### src/rtl/sysctl_pkg.sv
package sysctl_pkg;

    localparam int EXC_N = 8;

    // Exception indices on the pending / active vectors
    localparam int EX_NMI   = 0;
    localparam int EX_MEM   = 1;
    localparam int EX_BUS   = 2;
    localparam int EX_USAGE = 3;
    localparam int EX_SUPV  = 4;
    localparam int EX_DEBUG = 5;
    localparam int EX_DEFER = 6;
    localparam int EX_TIMER = 7;

    localparam logic [11:0] OFF_INFO   = 12'h004;
    localparam logic [11:0] OFF_INTCTL = 12'hD04;
    localparam logic [11:0] OFF_VBASE  = 12'hD08;
    localparam logic [11:0] OFF_RSTCTL = 12'hD0C;
    localparam logic [11:0] OFF_HPRIO  = 12'hD18;
    localparam logic [11:0] OFF_HSTAT  = 12'hD24;
    localparam logic [11:0] OFF_SWTRIG = 12'hF00;

    localparam int PRIO_BYTES = 12;
    localparam int PRIO_WORDS = PRIO_BYTES / 4;
    localparam int PW_W       = $clog2(PRIO_WORDS);

    localparam int          TRIG_W      = 9;
    localparam logic [15:0] RESET_KEY   = 16'h05FA;
    localparam int          RESET_BIT   = 2;
    localparam logic [31:0] VBASE_MASK  = 32'hFFFF_FF80;

    typedef enum logic [2:0] {
        SEL_NONE,
        SEL_INFO,
        SEL_INTCTL,
        SEL_VBASE,
        SEL_RSTCTL,
        SEL_HSTAT,
        SEL_SWTRIG,
        SEL_HPRIO
    } reg_sel_e;

    typedef struct packed {
        reg_sel_e        sel;
        logic [PW_W-1:0] prio_word;
    } dec_t;

    typedef struct packed {
        logic [EXC_N-1:0] set;
        logic [EXC_N-1:0] clr;
    } pend_req_t;

    function automatic logic trig_in_range(input logic [TRIG_W-1:0] num, input int limit);
        return int'(num) < limit;
    endfunction

endpackage

### src/rtl/sysctl_decode.sv
module sysctl_decode
    import sysctl_pkg::*;
(
    input  logic [11:0] addr,
    output dec_t        dec
);
    always_comb begin
        dec.sel       = SEL_NONE;
        dec.prio_word = '0;
        unique case (addr)
            OFF_INFO:   dec.sel = SEL_INFO;
            OFF_INTCTL: dec.sel = SEL_INTCTL;
            OFF_VBASE:  dec.sel = SEL_VBASE;
            OFF_RSTCTL: dec.sel = SEL_RSTCTL;
            OFF_HSTAT:  dec.sel = SEL_HSTAT;
            OFF_SWTRIG: dec.sel = SEL_SWTRIG;
            default:    dec.sel = SEL_NONE;
        endcase
        for (int w = 0; w < PRIO_WORDS; w++) begin
            if (addr == OFF_HPRIO + 12'(4 * w)) begin
                dec.sel       = SEL_HPRIO;
                dec.prio_word = PW_W'(w);
            end
        end
    end
endmodule

### src/rtl/sysctl_pend.sv
module sysctl_pend
    import sysctl_pkg::*;
(
    input  logic             clk,
    input  logic             rst,
    input  pend_req_t        req,
    input  logic [EXC_N-1:0] act_v,
    output logic [EXC_N-1:0] pend
);
    logic [EXC_N-1:0] act_q;
    logic [EXC_N-1:0] clr_eff;
    logic             past_ok;

    // Taking an exception (rising active) consumes its request
    assign clr_eff = req.clr | (act_v & ~act_q);

    always_ff @(posedge clk) begin
        if (rst) begin
            pend    <= '0;
            act_q   <= '0;
            past_ok <= 1'b0;
        end else begin
            pend    <= req.set | (pend & ~clr_eff);
            act_q   <= act_v;
            past_ok <= 1'b1;
        end
    end

    // a set in the same cycle as any clear leaves the bit pending
    p_set_wins_r3: assert property (@(posedge clk) disable iff (rst)
        past_ok |-> (($past(req.set) & ~pend) == '0));

    // a rising active edge with no set leaves the bit clear
    p_consume_r13: assert property (@(posedge clk) disable iff (rst)
        past_ok |-> (($past(act_v & ~act_q & ~req.set) & pend) == '0));
endmodule

### src/rtl/sysctl_prio.sv
module sysctl_prio
    import sysctl_pkg::*;
(
    input  logic            clk,
    input  logic            rst,
    input  logic            wr_en,
    input  logic [PW_W-1:0] word,
    input  logic [3:0]      be,
    input  logic [31:0]     wdata,
    output logic [31:0]     rd_word
);
    logic [7:0] bytes_q [PRIO_BYTES];

    for (genvar b = 0; b < PRIO_BYTES; b++) begin : g_byte
        localparam int WI = b / 4;
        localparam int LN = b % 4;
        logic hit;
        assign hit = wr_en && (word == PW_W'(WI)) && be[LN];
        always_ff @(posedge clk) begin
            if (rst)      bytes_q[b] <= '0;
            else if (hit) bytes_q[b] <= wdata[8*LN +: 8];
        end
    end

    always_comb begin
        rd_word = '0;
        for (int w = 0; w < PRIO_WORDS; w++) begin
            if (word == PW_W'(w)) begin
                for (int l = 0; l < 4; l++) rd_word[8*l +: 8] = bytes_q[4*w + l];
            end
        end
    end

    // a lane without its byte enable keeps its old value
    p_lane_hold_r10: assert property (@(posedge clk) disable iff (rst)
        (wr_en && word == '0 && !be[0]) |=> $stable(bytes_q[0]));
endmodule

### src/rtl/sysctl_regs.sv
module sysctl_regs
    import sysctl_pkg::*;
#(
    parameter int NUM_IRQ = 64
) (
    input  logic                clk,
    input  logic                rst,
    input  logic                bus_valid,
    input  logic                bus_write,
    input  logic [11:0]         bus_addr,
    input  logic [31:0]         bus_wdata,
    input  logic [3:0]          bus_be,
    output logic [31:0]         bus_rdata,
    output logic                bus_rvalid,
    input  logic [EXC_N-1:0]    pend_set_i,
    input  logic [EXC_N-1:0]    active_i,
    output logic [EXC_N-1:0]    pend_o,
    output logic [31:0]         vecbase_o,
    output logic                rst_req_o,
    output logic                trig_valid_o,
    output logic [TRIG_W-1:0]   trig_num_o
);
    localparam logic [31:0] INFO_VAL = 32'(NUM_IRQ / 32 - 1);

    dec_t        dec;
    pend_req_t   preq;
    logic        wr, rd;
    logic [31:0] prio_rd;
    logic [2:0]  hen_q;       // enables: [0]=memory [1]=bus [2]=usage
    logic [31:0] rd_mux;
    logic        past_ok;

    assign wr = bus_valid &&  bus_write;
    assign rd = bus_valid && !bus_write;

    sysctl_decode u_dec (
        .addr (bus_addr),
        .dec  (dec)
    );

    always_comb begin
        preq.set = pend_set_i;
        preq.clr = '0;
        if (wr && dec.sel == SEL_INTCTL) begin
            preq.set[EX_NMI]   = preq.set[EX_NMI]   | bus_wdata[31];
            preq.set[EX_DEFER] = preq.set[EX_DEFER] | bus_wdata[28];
            preq.set[EX_TIMER] = preq.set[EX_TIMER] | bus_wdata[26];
            preq.clr[EX_DEFER] = bus_wdata[27] && !bus_wdata[28];
            preq.clr[EX_TIMER] = bus_wdata[25] && !bus_wdata[26];
        end
    end

    sysctl_pend u_pend (
        .clk   (clk),
        .rst   (rst),
        .req   (preq),
        .act_v (active_i),
        .pend  (pend_o)
    );

    sysctl_prio u_prio (
        .clk     (clk),
        .rst     (rst),
        .wr_en   (wr && dec.sel == SEL_HPRIO),
        .word    (dec.prio_word),
        .be      (bus_be),
        .wdata   (bus_wdata),
        .rd_word (prio_rd)
    );

    always_ff @(posedge clk) begin
        if (rst) begin
            vecbase_o    <= '0;
            hen_q        <= '0;
            rst_req_o    <= 1'b0;
            trig_valid_o <= 1'b0;
            trig_num_o   <= '0;
            past_ok      <= 1'b0;
        end else begin
            past_ok      <= 1'b1;
            rst_req_o    <= 1'b0;
            trig_valid_o <= 1'b0;
            if (wr) begin
                unique case (dec.sel)
                    SEL_VBASE:  vecbase_o <= bus_wdata & VBASE_MASK;
                    SEL_HSTAT:  hen_q     <= bus_wdata[18:16];
                    SEL_RSTCTL: rst_req_o <= (bus_wdata[31:16] == RESET_KEY) && bus_wdata[RESET_BIT];
                    SEL_SWTRIG: begin
                        if (trig_in_range(bus_wdata[TRIG_W-1:0], NUM_IRQ)) begin
                            trig_valid_o <= 1'b1;
                            trig_num_o   <= bus_wdata[TRIG_W-1:0];
                        end
                    end
                    default: ;
                endcase
            end
        end
    end

    always_comb begin
        rd_mux = '0;
        unique case (dec.sel)
            SEL_INFO:   rd_mux = INFO_VAL;
            SEL_INTCTL: begin
                rd_mux[31] = pend_o[EX_NMI];
                rd_mux[28] = pend_o[EX_DEFER];
                rd_mux[26] = pend_o[EX_TIMER];
            end
            SEL_VBASE:  rd_mux = vecbase_o;
            SEL_HSTAT:  begin
                rd_mux[0]     = active_i[EX_MEM];
                rd_mux[1]     = active_i[EX_BUS];
                rd_mux[3]     = active_i[EX_USAGE];
                rd_mux[7]     = active_i[EX_SUPV];
                rd_mux[8]     = active_i[EX_DEBUG];
                rd_mux[10]    = active_i[EX_DEFER];
                rd_mux[11]    = active_i[EX_TIMER];
                rd_mux[12]    = pend_o[EX_USAGE];
                rd_mux[13]    = pend_o[EX_MEM];
                rd_mux[14]    = pend_o[EX_BUS];
                rd_mux[15]    = pend_o[EX_SUPV];
                rd_mux[18:16] = hen_q;
            end
            SEL_HPRIO:  rd_mux = prio_rd;
            default:    rd_mux = '0;
        endcase
    end

    always_ff @(posedge clk) begin
        if (rst) begin
            bus_rdata  <= '0;
            bus_rvalid <= 1'b0;
        end else begin
            bus_rvalid <= rd;
            bus_rdata  <= rd ? rd_mux : '0;
        end
    end

    // the reset request never lasts more than one cycle
    p_rst_pulse_r6: assert property (@(posedge clk) disable iff (rst)
        rst_req_o |=> !rst_req_o);

    // a request only follows a keyed write
    p_rst_key_r6: assert property (@(posedge clk) disable iff (rst)
        (past_ok && rst_req_o) |-> $past(wr && dec.sel == SEL_RSTCTL && bus_wdata[31:16] == RESET_KEY));

    // the strobe never carries an out-of-range number
    p_trig_range_r9: assert property (@(posedge clk) disable iff (rst)
        trig_valid_o |-> (int'(trig_num_o) < NUM_IRQ));

    // the base register follows a write with its low bits cleared
    p_vbase_store_r5: assert property (@(posedge clk) disable iff (rst)
        (past_ok && $past(wr && dec.sel == SEL_VBASE)) |-> (vecbase_o == ($past(bus_wdata) & VBASE_MASK)));

    // writes to unmapped offsets leave the base register alone
    p_unmapped_r12: assert property (@(posedge clk) disable iff (rst)
        (wr && dec.sel == SEL_NONE) |=> $stable(vecbase_o));
endmodule

### config.mk
export PLATFORM = sky130hd
export DESIGN_NAME = sysctl_regs
export DESIGN_NICKNAME = d
export VERILOG_FILES = /design/src/rtl/sysctl_pkg.sv /design/src/rtl/sysctl_decode.sv /design/src/rtl/sysctl_pend.sv /design/src/rtl/sysctl_prio.sv /design/src/rtl/sysctl_regs.sv
export SDC_FILE = /design/constraint.sdc
export NUM_CORES = 1
export LEC_CHECK = 0
export ABC_AREA = 0
export CAP_MARGIN = 30
export CORE_AREA = 2 2 114 116
export DETAILED_ROUTE_END_ITERATION = 8
export DIE_AREA = 0 0 116 118
export DONT_BUFFER_PORTS = 1
export PLACE_DENSITY_LB_ADDON = 0.2
export SLEW_MARGIN = 20
export SYNTH_ARGS = -nofsm -noshare
export SYNTH_HDL_FRONTEND = slang
export SYNTH_SLANG_ARGS = --single-unit
### constraint.sdc
create_clock -name clk -period 2.1 [get_ports clk]
set_clock_uncertainty 0.1 [all_clocks]
set_input_delay 0.105 -clock clk [delete_from_list [all_inputs] [get_ports clk]]
set_output_delay 0.105 -clock clk [all_outputs]
set_load 0.03 [all_outputs]
# Word-level counts from Yosys, hierarchy flattened
# Memories as Yosys holds them, arrays and structs flattened.
# Index checks and enable logic that the tools add are counted.
[classes]
shifts = 0
n_eq_ne = 19
mux = 71
bitwise_logic = 26
n_div = 0
reduce_logical = 33
magnitude_cmp = 1
add_sub_neg = 0
multipliers = 0
[op_table]
columns = ["op", "count"]
rows = [
  ["12-bit equality test (second input constant)", 8],
  ["32-bit two-way mux", 3],
  ["8-bit two-way mux", 12],
  ["1-bit two-way mux", 39],
  ["9-bit one-hot mux with 3 select lines", 1],
  ["1-bit logical AND", 22],
  ["3-bit one-hot mux with 6 select lines", 1],
  ["8-bit AND", 2],
  ["16-bit by 11-bit equality test with 1-bit output (second input constant)", 1],
  ["8-bit NOT", 2],
  ["8-bit bitwise OR", 2],
  ["5-bit two-way mux", 3],
  ["1-bit bitwise OR", 15],
  ["7-bit one-hot mux with 2 select lines", 1],
  ["12-bit by 3-bit equality test with 1-bit output (second input constant)", 1],
  ["3-bit equality test (second input constant)", 4],
  ["2-bit one-hot mux with 3 select lines", 2],
  ["9-bit by 7-bit < comparator with 1-bit output (second input constant)", 1],
  ["1-bit one-hot mux with 3 select lines", 3],
  ["3-bit OR reduction", 3],
  ["3-bit by 2-bit equality test with 1-bit output (second input constant)", 2],
  ["1-bit one-hot mux with 2 select lines", 3],
  ["1-bit NOT", 5],
  ["2-bit one-hot mux with 2 select lines", 1],
  ["other kinds (10)", 13],
]
[word_totals]
latchBits = 0
rom_bits = 0
mem_bits_rw = 96
register_bits = 88
inputBits = 68
n_memories = 1
[mem_list]
columns = ["name", "depth", "width", "read_ports", "rd_ports_with_merged_regs", "wr", "line_no", "rtl"]
rows = [
  ["u_prio.bytes_q", 12, 8, 12, 0, 12, "sysctl_prio.sv:12", "logic [7:0] bytes_q [PRIO_BYTES];"],
]

# Logic depth before layout (Yosys ltp)
[logic_depth]
depth_word = 13
depth_mapped = 9
mapped_depth_nobuf = 5

# Cells and area by module
# A second synthesis with hierarchy kept.
[unflattened]
cells_unflattened = 772
hier_area_um2 = 8309.2
[modules_own_cells]
columns = ["mod", "instances", "seq_area_each_um2", "cells_each", "area_each_um2"]
rows = [
  ["sysctl_prio", 1, 2882.8, 344, 4468.0],
  ["sysctl_regs", 1, 1441.4, 344, 3113.0],
  ["sysctl_pend", 1, 320.3, 57, 556.8],
  ["sysctl_decode", 1, 0.0, 27, 171.4],
]

# Least setup slack after synthesis
# OpenSTA, ideal clock, no wires.
[synth_path]
path_kind = "in2reg"
from = "input bus_addr[4]"
to = "memory u_prio.bytes_q[9][2], in the netlist u_prio.bytes_q[2][10], enable pin"
path_slack_ps = 217
path_buffers = 1
path_stages = 4
arrival_time_ps = 1409
t_required_ps = 1625
path_cell_list = "buf_2 -> nor4b_4 -> nand3_1 -> o21bai_1"
[synth_lines]
columns = ["element", "line_no", "rtl"]
rows = [
  ["start, declared", "sysctl_regs.sv:10", "input logic [11:0] bus_addr,"],
  ["end, declared", "sysctl_prio.sv:12", ""],
]

# Worst setup path after layout
[layout_path]
from = "input bus_addr[7]"
to = "register rst_req_o"
[layout_between]
elab_chain_len = 8
word_cells_on_any_way = 16
cone_classes = "10 x eq/ne; 4 x mux; 1 x bitwise; 1 x reduce/logical"
[layout_lines]
columns = ["element", "line_no", "rtl"]
rows = [
  ["12-bit equality test or 12-bit by 3-bit equality test with 1-bit output (tied branches)", "sysctl_decode.sv:10", "unique case (addr)"],
  ["3-bit one-hot mux with 6 select lines", "sysctl_decode.sv:10", ""],
  ["5-bit two-way mux (2 in series)", "sysctl_decode.sv:20", "if (addr == OFF_HPRIO + 12'(4 * w)) begin"],
  ["5-bit two-way mux *", "sysctl_decode.sv:20", ""],
  ["3-bit equality test *", "sysctl_regs.sv:84", "unique case (dec.sel)"],
  ["1-bit NOT (no line) *", "n/a", ""],
  ["3-bit OR reduction (no line) *", "n/a", ""],
  ["end signal, assigned", "sysctl_regs.sv:87", "SEL_RSTCTL: rst_req_o <= (bus_wdata[31:16] == RESET_KEY) && bus_wdata[RESET_BIT];"],
  ["end, declared", "sysctl_regs.sv:19", "output logic rst_req_o,"],
]
# Mark *: on every way between the ends. The rest lies on a longest branch, timed or not.
# A chain may end at the register's enable or synchronous reset.

==> impl_metrics.ini <==
[status]
run_status = completed

[layout]
diodes_inserted = 0
drive_above_1_share = 0.0999
area_growth_pct = 21.2
number_of_nets_in_the_finished_design = 856
end_of_flow_core_utilization = 0.757
n_fill_cell = 828

[setup_path]
required_ns = 2.37
worst_r2r_startpoint = vecbase_o[7]$_SDFFE_PP0P_
crit-reg2reg-capture = vecbase_o[7]$_SDFFE_PP0P_
timing.reg2reg.setup_slack_ns = 0.47
worst_setup_path_end_kind = flop
crit_fanout = 13
r2r_cells = 3
timing.setup.critical_path_class = input pin to flop
crit_path_start_kind = input pin
timing.critical_path.arrival_ns = 2.28

[synth]
ys_seq_elements = 184
synth_largest_area_cell = edfxtp_1
post-synth-top-count-cell = and2_1
netlist_instances = 704
yosys_warnings = 0
synth_top_cells_by_area = edfxtp_1, dfxtp_1, and2_1
synthesis.area_per_instance_um2 = 11.0
netlist_area_um2 = 7750
synth-edff-count = 96
postSynth.asyncResetShare = 0
netlist_top_cells_count = and2_1, edfxtp_1, dfxtp_1
synth_top_area_frac = 0.372
synth_seq_area_share = 0.599
synth-main-ff-cell = edfxtp_1
synth.lib_cells_used.distinct = 53

[timing]
fmaxAchievable_mhz = 496
worst_slew_pin_tran_ns = 0.570
grt_setup_unrepaired = false
tns_ns = 0
setup-violations-final = 0
max-slew-margin-rel = 0.617
minimum_clock_period_ns = 2.02
finalMaxSlewViolations = 0
finalCritPeriodShare = 0.960
hold_viol_final = 0
timing.hold.ws_ns = 0.00644

[place]
port_buffers = 0
detailed_place_hpwl_mm = 13.6
place_congestion = 0.874

[clocking]
ctsLongestPathBuffers = 2
post_cts_hold_buffer_count = 76
cts_setup_buffers = 0
cts_resized = 0
ctsRootBufferMaster = clkbuf_16
clock_tree_from_tritoncts = yes
worst_skew_pair.late_latency_ns = 0.43
h-tree-depth = 4
numCtsBuffers = 17
clk_pin_slew_ns = 0.06
clock_sink_count = 184

[global_routing]
grt_antenna_before_repair = 0
grt_use_met2 = 0.517
globalRouteOverflowTotal = 0
via_count_of_the_first_global_routing_pass = 5959
grt_max_degree = 67
groute.usage.overall = 0.314
global_route.peak_usage_layer = met2
grt_pass1_wl_mm = 32.3
use_met1 = 0.399
globalRouteMet3Util = 0.0772

[floorplan]
fp.dieH_um = 118
row_count = 41
die_area_um2 = 13700
i_o_pin_count = 152
floorplan.initialDensity = 0.625
die_w_um = 116
floorplan.core_area_um2 = 12400

[detailed_routing]
route.detailed.wl_per_inst_um = 21.4
viasPerCell = 6.09
vias = 5930
drt.antenna.violating_nets = 0
drc_violation_count_after_routing = 0
drt_first_pass_iters = 6
drtIter0Drc = 584
routed_wirelength_mm = 20.8

[power]
p_per_area_nw_per_um2 = 812
total_leakage_power_nw = 3.32
peakVddDrop_v = 0.000529

[worst_hold_path]
worstHoldPathCells = 1
worstHoldStart = bus_be[0]
hold-path-endpoint = u_prio.bytes_q[0][7]$_SDFFCE_PN0P_
hold_path.class = input pin to flop

[run]
drv.max_cap_violation_count = 0
==> how the worst max path moves through the flow <==
stage	from	endpoint	slack, ns	cells after the start
floorplan	bus_addr[4]	u_prio.bytes_q[2][10]$_SDFFCE_PN0P_	0.22	4
global placement	bus_addr[9]	u_prio.bytes_q[2][9]$_SDFFCE_PN0P_	0.26	4
detailed placement	bus_addr[9]	u_prio.bytes_q[2][12]$_SDFFCE_PN0P_	0.12	4
CTS	bus_write	trig_num_o[3]$_SDFFE_PP0P_	0.23	7
global route	bus_addr[7]	trig_num_o[2]$_SDFFE_PP0P_	0.02	8
finish	bus_addr[7]	rst_req_o$_SDFF_PP0_	0.08	6
==> logic make-up after synthesis <==
kind of cell,synth area share
buf+inv,0.0345
simple gates,0.207
mux,0.00904
other cells,0.000484
flops,0.599
xor+xnor,0.00113
compound gates,0.149
==> cell usage in the layout (no fill, tap or decap), types with 11 or more instances in the layout <==
| cell type | Yosys | layout |
|---|---|---|
| nand2_1 | 65 | 65 |
| edfxtp_1 | 96 | 96 |
| and2_1 | 100 | 100 |
| a22oi_1 | 41 | 41 |
| nor2b_1 | 11 | 11 |
| a211oi_1 | 11 | 11 |
| dlygate4sd3_1 | 0 | 75 |
| nor2_1 | 62 | 62 |
| o2bb2ai_1 | 22 | 22 |
| dfxtp_1 | 88 | 88 |
| a21oi_1 | 51 | 51 |
| clkbuf_16 | 0 | 17 |
| buf_4 | 8 | 33 |
==> per-layer routing <==
layer	routed length, µm	part of all wire	vias up
li1	-	-	2710
met1	7970	0.38	2870
met2	10500	0.50	306
met3	1800	0.087	44
met4	583	0.028	0
met5	0	0	-
==> per-stage QoR <==
step | power (mW) | setup slack [ns] | cell area, µm² | instances
after floorplan | 4.21 | 0.217 | 7780 | 710
after global placement | 4.23 | 0.258 | 8010 | 865
after detailed placement | 4.24 | 0.117 | 8010 | 865
after CTS | 7.63 | 0.234 | 9400 | 973
after global routing | 7.85 | 0.0229 | 9400 | 973
final | 7.63 | 0.0848 | 9400 | 973
==> final cells by class <==
type / instances / area, µm² / area share
Timing Repair Buffer: 110 / 1050 / 0.111
Inverter: 5 / 18.8 / 0.00200
Clock inverter: 14 / 179 / 0.0190
Tap cell: 172 / 215 / 0.0229
Sequential cell: 184 / 4640 / 0.494
Clock buffer: 18 / 429 / 0.0457
Multi-Input combinational cell: 470 / 2870 / 0.305
==> worst max-delay path, cell delays in order <==
cell,delay (ns)
nor4_4,0.25
buf_4,0.22
o2111ai_1,0.23
dlygate4sd3_1,0.65
nor3_1,0.22
dlygate4sd3_1,0.59
==> where the power goes <==
part,internal [mW],switching [mW]
sequential,3.88,0.0666
combinational,0.166,0.213
clock,1.98,1.32
==> state kept, by name, summed over array words and instances (netlist names), 3 cells and up <==
| register | cells |
|---|---|
| u_prio.bytes_q | 96 |
| bus_rdata | 32 |
| vecbase_o | 25 |
| trig_num_o | 9 |
| u_pend.act_q | 8 |
| u_pend.pend | 8 |
| hen_q | 3 |
(Power assumes the default switching activity.)
